File: config.mk
export PLATFORM = sky130hd
export DESIGN_NAME = dacbuf_top
export DESIGN_NICKNAME = d
export VERILOG_FILES = /design/src/rtl/dacbuf_pkg.sv /design/src/rtl/sync_pipe.sv /design/src/rtl/input_stage.sv /design/src/rtl/dac_stage.sv /design/src/rtl/hold_monitor.sv /design/src/rtl/dacbuf_top.sv
export SDC_FILE = /design/constraint.sdc
export NUM_CORES = 1
export LEC_CHECK = 0
export BUFFER_PORTS_ARGS = -buffer_cell sky130_fd_sc_hd__buf_2
export CORE_MARGIN = 4
export CORE_UTILIZATION = 57
export CTS_CLUSTER_DIAMETER = 80
export DETAILED_ROUTE_END_ITERATION = 8
export PLACE_DENSITY = 0.8
export REMOVE_ABC_BUFFERS = 1
export SLEW_MARGIN = 30
export SYNTH_ARGS = -nofsm -noshare
export SYNTH_HDL_FRONTEND = slang
export SYNTH_SLANG_ARGS = --single-unit
File: constraint.sdc
create_clock -name clk -period 4.3 [get_ports clk]
set_input_delay 1.075 -clock clk [delete_from_list [all_inputs] [get_ports clk]]
set_output_delay 1.075 -clock clk [all_outputs]
set_load 0.02 [all_outputs]
File: src/rtl/dacbuf_pkg.sv
package dacbuf_pkg;

  // Synchronised strobe bundle, all active low
  typedef struct packed {
    logic cs_n;
    logic wr_n;
    logic ld_n;
    logic clr_n;
  } strobe_t;

  localparam int STROBE_W = $bits(strobe_t);

  typedef enum logic {
    HM_IDLE  = 1'b0,
    HM_WATCH = 1'b1
  } hold_state_t;

endpackage

File: src/rtl/sync_pipe.sv
module sync_pipe #(
  parameter int           W       = 1,
  parameter int           STAGES  = 2,
  parameter logic [W-1:0] RST_VAL = '0
) (
  input  logic         clk,
  input  logic         rst_n,
  input  logic [W-1:0] d,
  output logic [W-1:0] q
);

  for (genvar i = 0; i < STAGES; i++) begin : g_stg
    logic [W-1:0] nxt;
    logic [W-1:0] r;
    if (i == 0) begin : g_first
      assign nxt = d;
    end else begin : g_rest
      assign nxt = g_stg[i-1].r;
    end
    always_ff @(posedge clk or negedge rst_n) begin
      if (!rst_n) r <= RST_VAL;
      else        r <= nxt;
    end
  end

  assign q = g_stg[STAGES-1].r;

endmodule

File: src/rtl/input_stage.sv
module input_stage #(
  parameter int DATA_W = 12
) (
  input  logic              clk,
  input  logic              rst_n,
  input  logic              cs_n,
  input  logic              wr_n,
  input  logic [DATA_W-1:0] din,
  output logic [DATA_W-1:0] word_q
);

  logic              open_en;
  logic [DATA_W-1:0] word_d;

  always_comb begin
    open_en = ~cs_n & ~wr_n;
    word_d  = din;
  end

  always_ff @(posedge clk or negedge rst_n) begin
    if (!rst_n)       word_q <= '0;
    else if (open_en) word_q <= word_d;
  end

endmodule

File: src/rtl/dac_stage.sv
module dac_stage #(
  parameter int DATA_W = 12
) (
  input  logic              clk,
  input  logic              rst_n,
  input  logic              ld_n,
  input  logic              clr_n,
  input  logic [DATA_W-1:0] word_in,
  output logic [DATA_W-1:0] code_q,
  output logic              zero_q
);

  logic              code_en;
  logic [DATA_W-1:0] code_d;

  always_comb begin
    code_en = ~clr_n | ~ld_n;
    code_d  = clr_n ? word_in : '0;
  end

  always_ff @(posedge clk or negedge rst_n) begin
    if (!rst_n) begin
      code_q <= '0;
      zero_q <= 1'b0;
    end else begin
      if (code_en) code_q <= code_d;
      zero_q <= ~clr_n;
    end
  end

endmodule

File: src/rtl/hold_monitor.sv
module hold_monitor
  import dacbuf_pkg::*;
#(
  parameter int HOLD_CYC = 4
) (
  input  logic clk,
  input  logic rst_n,
  input  logic wr_n,
  input  logic ld_n,
  output logic viol_q
);

  localparam int               CNT_W = (HOLD_CYC < 2) ? 1 : $clog2(HOLD_CYC);
  localparam logic [CNT_W-1:0] LAST  = CNT_W'(HOLD_CYC - 1);

  hold_state_t      st_q, st_d;
  logic [CNT_W-1:0] cnt_q, cnt_d;
  logic             wr_prev_q;
  logic             viol_d;
  logic             wr_rise;

  always_comb begin
    wr_rise = wr_n & ~wr_prev_q;
    st_d    = st_q;
    cnt_d   = cnt_q;
    viol_d  = 1'b0;
    if (st_q == HM_WATCH && ld_n) begin
      viol_d = (cnt_q < LAST);
      st_d   = HM_IDLE;
    end else if (wr_rise && !ld_n) begin
      st_d  = HM_WATCH;
      cnt_d = '0;
    end else if (st_q == HM_WATCH) begin
      if (cnt_q == LAST) st_d  = HM_IDLE;
      else               cnt_d = cnt_q + 1'b1;
    end
  end

  always_ff @(posedge clk or negedge rst_n) begin
    if (!rst_n) begin
      st_q      <= HM_IDLE;
      cnt_q     <= '0;
      wr_prev_q <= 1'b1;
      viol_q    <= 1'b0;
    end else begin
      st_q      <= st_d;
      cnt_q     <= cnt_d;
      wr_prev_q <= wr_n;
      viol_q    <= viol_d;
    end
  end

endmodule

File: src/rtl/dacbuf_top.sv
module dacbuf_top
  import dacbuf_pkg::*;
#(
  parameter int DATA_W      = 12,
  parameter int SYNC_STAGES = 2,
  parameter int HOLD_CYC    = 4
) (
  input  logic              clk,
  input  logic              rst_n,
  input  logic              cs_n,
  input  logic              wr_n,
  input  logic              ld_n,
  input  logic              clr_n,
  input  logic [DATA_W-1:0] din,
  output logic [DATA_W-1:0] dac_code,
  output logic              zero_force,
  output logic              hold_viol
);

  logic              rst_ns;
  strobe_t           stb_raw, stb_s;
  logic [DATA_W-1:0] din_d;
  logic [DATA_W-1:0] in_word;

  sync_pipe #(.W(1), .STAGES(2), .RST_VAL(1'b0)) rst_sync_i (
    .clk(clk), .rst_n(rst_n), .d(1'b1), .q(rst_ns)
  );

  assign stb_raw = '{cs_n: cs_n, wr_n: wr_n, ld_n: ld_n, clr_n: clr_n};

  sync_pipe #(.W(STROBE_W), .STAGES(SYNC_STAGES), .RST_VAL({STROBE_W{1'b1}}))
    stb_sync_i (.clk(clk), .rst_n(rst_ns), .d(stb_raw), .q(stb_s));

  sync_pipe #(.W(DATA_W), .STAGES(SYNC_STAGES), .RST_VAL('0))
    din_align_i (.clk(clk), .rst_n(rst_ns), .d(din), .q(din_d));

  input_stage #(.DATA_W(DATA_W)) in_i (
    .clk(clk), .rst_n(rst_ns), .cs_n(stb_s.cs_n), .wr_n(stb_s.wr_n),
    .din(din_d), .word_q(in_word)
  );

  dac_stage #(.DATA_W(DATA_W)) dac_i (
    .clk(clk), .rst_n(rst_ns), .ld_n(stb_s.ld_n), .clr_n(stb_s.clr_n),
    .word_in(in_word), .code_q(dac_code), .zero_q(zero_force)
  );

  hold_monitor #(.HOLD_CYC(HOLD_CYC)) hold_i (
    .clk(clk), .rst_n(rst_ns), .wr_n(stb_s.wr_n), .ld_n(stb_s.ld_n),
    .viol_q(hold_viol)
  );

endmodule

==> impl_metrics.ini, run 1 <==
[die]
start_util_pct = 60.4
row_count = 21
boundaryPins = 32
coreArea_um2 = 3390
die_area_um2 = 4610
die-height_um = 67.9
die_w_um = 67.9

[drt]
wl_per_cell_um = 13.9
num_vias = 1005
drcViolationCount = 0
first_pass_iters = 4
drtIter0Drc = 31
drt-total-wl_mm = 2.88
postRouteAntennaNets = 0
viasPerCell = 4.83

[worst_setup_path]
crit_slowest_cell = dfrtp_1
worstSetupStartpointType = register
max_stage_delay_ps = 410
cp_max_fo = 2
cp_top_family = flip-flops
path_buf_inv = 1
end_kind = output pin
worstPathRequired_ps = 3220
critical_path_class = register to output pin
arrival_ps = 940
crit_path_cell_trace = buf_2

[place]
dpl.hpwl_mm = 1.97
post-place-ws_ps = 2680
portBuffers = 31
gp_congestion = 0.659

[clock_tree]
cts-resized-gates = 0
htree_levels = 3
worstSkewPairLatency_ps = 370
cts_hold_buf = 0
numCtsBuffers = 9
cts_tree = yes
cts_buffer_depth = 2
clock_sinks = 64
post-cts-setup-buffers = 0
clkTransAtPathRegs_ps = 100
clockRootBuffer = clkbuf_4

[layout]
area_delta_synth_final_pct = 15.0
layout-drive-gt1-share_pct = 42.0
fin_nets = 176
antenna_cells = 0

[pwr]
p_sw_mw = 0.262
p_sw_share_pct = 23.0
power_mw = 1.14
seqPwrFrac_pct = 60.5
pwr-share-clk_pct = 30.5
power.density_nw_per_um2 = 484
pwr-share-comb_pct = 9.0
p_leak_nw = 1.16
vdd_drop_max_uv = 262
power.internal_mw = 0.877

[synth]
synth.distinct_cells = 16
syn_area_um2 = 2050
syn_inst = 118
ys_warn_count = 0
synth.area.top_cells = dfrtp_1 (67%), dfstp_2 (12%), mux2_2 (6.6%), mux2i_1 (6.4%), nor2_1 (2.4%)
synth_largest_area_cell = dfrtp_1
avgSynthCellArea_um2 = 17.3
seq_area_frac_synth_pct = 78.8
synth_seq_cells = 64
synth_top_area_share_pct = 67.2

[sta]
tns_ps = 0
hold_viol_final = 0
slew_viol_final = 0
finalSetupViolCount = 0
fmax_mhz = 497
fin_crit_sh_pct = 46.8
fin_crit_ps = 2010
maxSlewHeadroom_pct = 57.1
post-route-worst-setup-slack_ps = 2290
rsz0062_at_grt = false
worst_slew_pin_slew_ps = 643
skew_ps = 13.6

[grt]
grt_pass1_wl_mm = 4.81
grt_max_degree = 37
first_global_vias = 1105
antenna_found_initial = 0
overflow = 0
grtUsageTotal_pct = 15.5

[outcome]
status = completed

[flow_run]
maxCapViolCount = 0

[min_path]
hold_class = register to asynchronous set/reset pin
==> cell usage after synthesis <==
library cell and instances:
ha_1 1, inv_1 2, nor3b_2 1, mux2_2 12
a22o_1 2, nand2_1 1, nor2_1 13, dfstp_2 9
buf_2 1, a21oi_1 1, nand2b_1 2, dfrtp_1 55
mux2i_1 13, conb_1 1, nor2_2 1, buf_6 3
==> routing by layer <==
layer	part of all wire [%]	routed length (um)	GRT usage, %
met3	6.5	186	7.55
met1	39	1120	15.5
met5	0	0	0
met4	1.1	31	8.19
met2	54	1540	26.5
==> state kept, by name, summed over array words and instances (netlist names) <==
register and flops:
stb_sync_i.q 4, hold_i.cnt_q 2, hold_i.wr_prev_q 1, rst_sync_i.g_stg.r 1, in_i.word_q 12, dac_i.zero_q 1, rst_sync_i.q 1, din_align_i.q 12
din_align_i.g_stg.r 12, hold_i.st_q 1, hold_i.viol_q 1, dac_i.code_q 12, stb_sync_i.g_stg.r 4
==> path summary, 6_finish.rpt <==
check | cells after the start | slack [ps] | start | endpoint
min in group clk | 0 | 340 | din_align_i.g_stg[0].r[3] | din_align_i.q[3]
worst min register to register | 0 | 250 | rst_sync_i.q | din_align_i.g_stg[0].r[2]
max in group asynchronous | 1 | 3170 | rst_sync_i.q | stb_sync_i.g_stg[0].r[1]
worst max-delay path | 1 | 2290 | dac_i.code_q[0] | dac_code[0]
worst max register to register | 3 | 2860 | stb_sync_i.q[1] | hold_i.cnt_q[1]
worst min-delay path | 0 | 250 | rst_sync_i.q | din_align_i.g_stg[0].r[2]
==> cells in the final DEF, fill, tap and decap left out, drive strengths merged <==
cell | synthesis | final
dfrtp | 55 | 55
buf | 4 | 32
clkbuf | 0 | 16
nor2 | 14 | 14
mux2i | 13 | 13
mux2 | 12 | 12
dfstp | 9 | 9
inv | 2 | 2
nand2b | 2 | 2
a22o | 2 | 2
a21oi | 1 | 1
nor3b | 1 | 1
nand2 | 1 | 1
ha | 1 | 1
conb | 1 | 1
==> through the flow <==
stage / instances / util, % / cell area (um2) / hold slack (ps)
2_1_floorplan: 114 / - / 2010 / 331
3_3_place_gp: 192 / 65.8 / 2230 / 256
3_5_place_dp: 192 / 65.8 / 2230 / 271
4_1_cts: 208 / 69.4 / 2350 / 275
5_1_grt: 208 / 69.4 / 2350 / 314
6_report: 208 / 69.4 / 2350 / 247
==> power groups by stage <==
stage          Clock, mW  Sequential (mW)  Combinational (mW)
5_1_grt            0.391            0.698               0.116
6_report           0.347            0.689               0.102
2_1_floorplan          0            0.712              0.0537
3_3_place_gp           0            0.698              0.0981
4_1_cts            0.357            0.691               0.105
3_5_place_dp           0            0.703               0.105
==> cells by family after synthesis <==
group           after synthesis  share of synthesized area (%)
simple gates                 18                           4.10
flops                        64                           78.8
fa+ha+maj                     1                          0.611
compound gates                3                           1.10
mux                          25                           13.0
other cells                   1                          0.183
buf+inv                       6                           2.26
==> layout make-up <==
cell class	instances	area, um2
Timing Repair Buffer	32	163
Fill cell	238	1040
Clock buffer	16	124
Inverter	2	7.51
Multi-Input combinational cell	48	388
Sequential cell	64	1610
Tap cell	46	57.6
Power figures use the tool's default switching activity.
==> run 2, diff against run 1 <==
--- a/config.mk
+++ b/config.mk
@@ -7,10 +7,10 @@
 export LEC_CHECK = 0
 export BUFFER_PORTS_ARGS = -buffer_cell sky130_fd_sc_hd__buf_2
 export CORE_MARGIN = 4
-export CORE_UTILIZATION = 57
+export CORE_UTILIZATION = 49
 export CTS_CLUSTER_DIAMETER = 80
 export DETAILED_ROUTE_END_ITERATION = 8
-export PLACE_DENSITY = 0.8
+export PLACE_DENSITY = 0.73
 export REMOVE_ABC_BUFFERS = 1
 export SLEW_MARGIN = 30
 export SYNTH_ARGS = -nofsm -noshare
==> constraint.sdc (replaced) <==
create_clock -name clk -period 1.75 [get_ports clk]
set_input_delay 0.4375 -clock clk [delete_from_list [all_inputs] [get_ports clk]]
set_output_delay 0.4375 -clock clk [all_outputs]
set_load 0.02 [all_outputs]
==> impl_metrics.ini, run 2 (synthesis gave the netlist of run 1 again) <==
[pwr]
pwr-share-clk_pct = 39.5
p_sw_share_pct = 22.3
power.density_nw_per_um2 = 1310
seqPwrFrac_pct = 52.0
p_leak_nw = 1.21
p_sw_mw = 0.722
pwr-share-comb_pct = 8.5
power.internal_mw = 2.52
vdd_drop_max_uv = 1090

[sta]
hold_viol_final = 0
fin_crit_sh_pct = 78.4
post-route-worst-setup-slack_ps = 378
finalSetupViolCount = 0
skew_ps = 10.7
slew_viol_final = 0
hold_ws_ps = 208
maxSlewHeadroom_pct = 60.2
worst_slew_pin_slew_ps = 597
fin_crit_ps = 1370
fmax_mhz = 729
rsz0062_at_grt = false

[worst_setup_path]
worstSetupStartpointType = register
critical_path_class = register to register
end_kind = register
worstPathRequired_ps = 1950
arrival_ps = 1580
cp_max_fo = 12

[grt]
grt_pass1_wl_mm = 5.46
first_global_vias = 1134
overflow = 0
antenna_found_initial = 0
grt_max_degree = 36
grtUsageTotal_pct = 14.7

[die]
die-height_um = 72.6
row_count = 23
die_w_um = 72.6
coreArea_um2 = 4030
boundaryPins = 32
die_area_um2 = 5280
start_util_pct = 50.8

[drt]
drcViolationCount = 0
drt-total-wl_mm = 3.17
route.met2.wl_mm = 1.65
first_pass_iters = 5
highest_layer = met4
drtIter0Drc = 50
wl_met1_mm = 1.27
postRouteAntennaNets = 0
wl_per_cell_um = 14.7
wl_met3_um = 163
viasPerCell = 4.68
num_vias = 1006

[clock_tree]
cts-resized-gates = 0
cts_buffer_depth = 2
clkTransAtPathRegs_ps = 70
worstSkewPairLatency_ps = 330
clock_sinks = 64
cts_hold_buf = 1
numCtsBuffers = 9
htree_levels = 3
clockRootBuffer = clkbuf_8
post-cts-setup-buffers = 0
cts_tree = yes

[place]
numPlacedInstances = 198
gp_congestion = 0.643
post-place-ws_ps = 339
portBuffers = 31
dpl.hpwl_mm = 2.12

[layout]
layout_common_cells = dfrtp_1 (54), buf_2 (31), nor2_1 (13), mux2i_1 (13)
final.fill_count = 332
final_cells = 215
final_common_cell = dfrtp_1
layout-drive-gt1-share_pct = 44.2
antenna_cells = 0
area_delta_synth_final_pct = 20.6
fin_nets = 179

[outcome]
status = completed

[flow_run]
maxCapViolCount = 0

[min_path]
hold_class = input port to register
[run 2: cell types whose count changed in the layout (fill, tap and decap cells not counted), moves of 2 or more]
cell and delta:
clkbuf_1 -3, clkbuf_4 -9, clkbuf_8 +9, clkinv_2 +2
buf_4 +2
[run 2: metrics by stage]
step / power, mW / area [um2] / util [%] / TNS, ps
detailed placement: 1.99 / 2250 / 55.8 / 0
global route: 3.40 / 2470 / 61.3 / 0
CTS: 3.29 / 2470 / 61.3 / 0
global placement: 1.96 / 2250 / 55.8 / 0
finish: 3.24 / 2470 / 61.3 / 0
floorplan: 1.88 / 2010 / - / -7860
[run 2: per-layer routing]
layer | GRT usage, % | vias to the layer above
li1 | - | 471
met1 | 16.7 | 501
met2 | 23.2 | 26
met3 | 5.51 | 8
met4 | 9.22 | 0
met5 | 0 | -
[run 2: critical path: stages, from the launching register on]
cell and delay [ps]:
dfstp_2 370, nor2_2 480, mux2_2 400
[run 2: power by group through the flow]
| stage | Combinational, mW | Sequential, mW | Clock (mW) |
|---|---|---|---|
| final | 0.275 | 1.68 | 1.28 |
| after global routing | 0.309 | 1.70 | 1.39 |
| after CTS | 0.283 | 1.69 | 1.32 |
| after detailed placement | 0.279 | 1.71 | 0 |
| after global placement | 0.261 | 1.70 | 0 |
| after floorplan | 0.132 | 1.75 | 0 |
[run 2: path summary, 6_finish.rpt]
kind / startpoint / to / slack [ps] / cells past startpoint
worst max-delay path: stb_sync_i.q[3] / in_i.word_q[11] / 380 / 2
worst min-delay path: wr_n / stb_sync_i.g_stg[0].r[2] / 210 / 1
worst max register to register: stb_sync_i.q[3] / in_i.word_q[11] / 380 / 2
worst min register to register: rst_sync_i.q / din_align_i.q[11] / 260 / 1
max in group asynchronous: rst_sync_i.q / stb_sync_i.q[0] / 1130 / 1
min in group asynchronous: rst_sync_i.q / din_align_i.q[11] / 260 / 1
[run 2: area by class of cell]
class	instances	area (um2)	area share, %
Multi-Input combinational cell	48	388	15.7
Clock buffer	13	169	6.84
Inverter	2	7.51	0.304
Tap cell	50	62.6	2.53
Sequential cell	64	1610	65.4
Timing Repair Buffer	35	188	7.60
Clock inverter	3	40.0	1.62
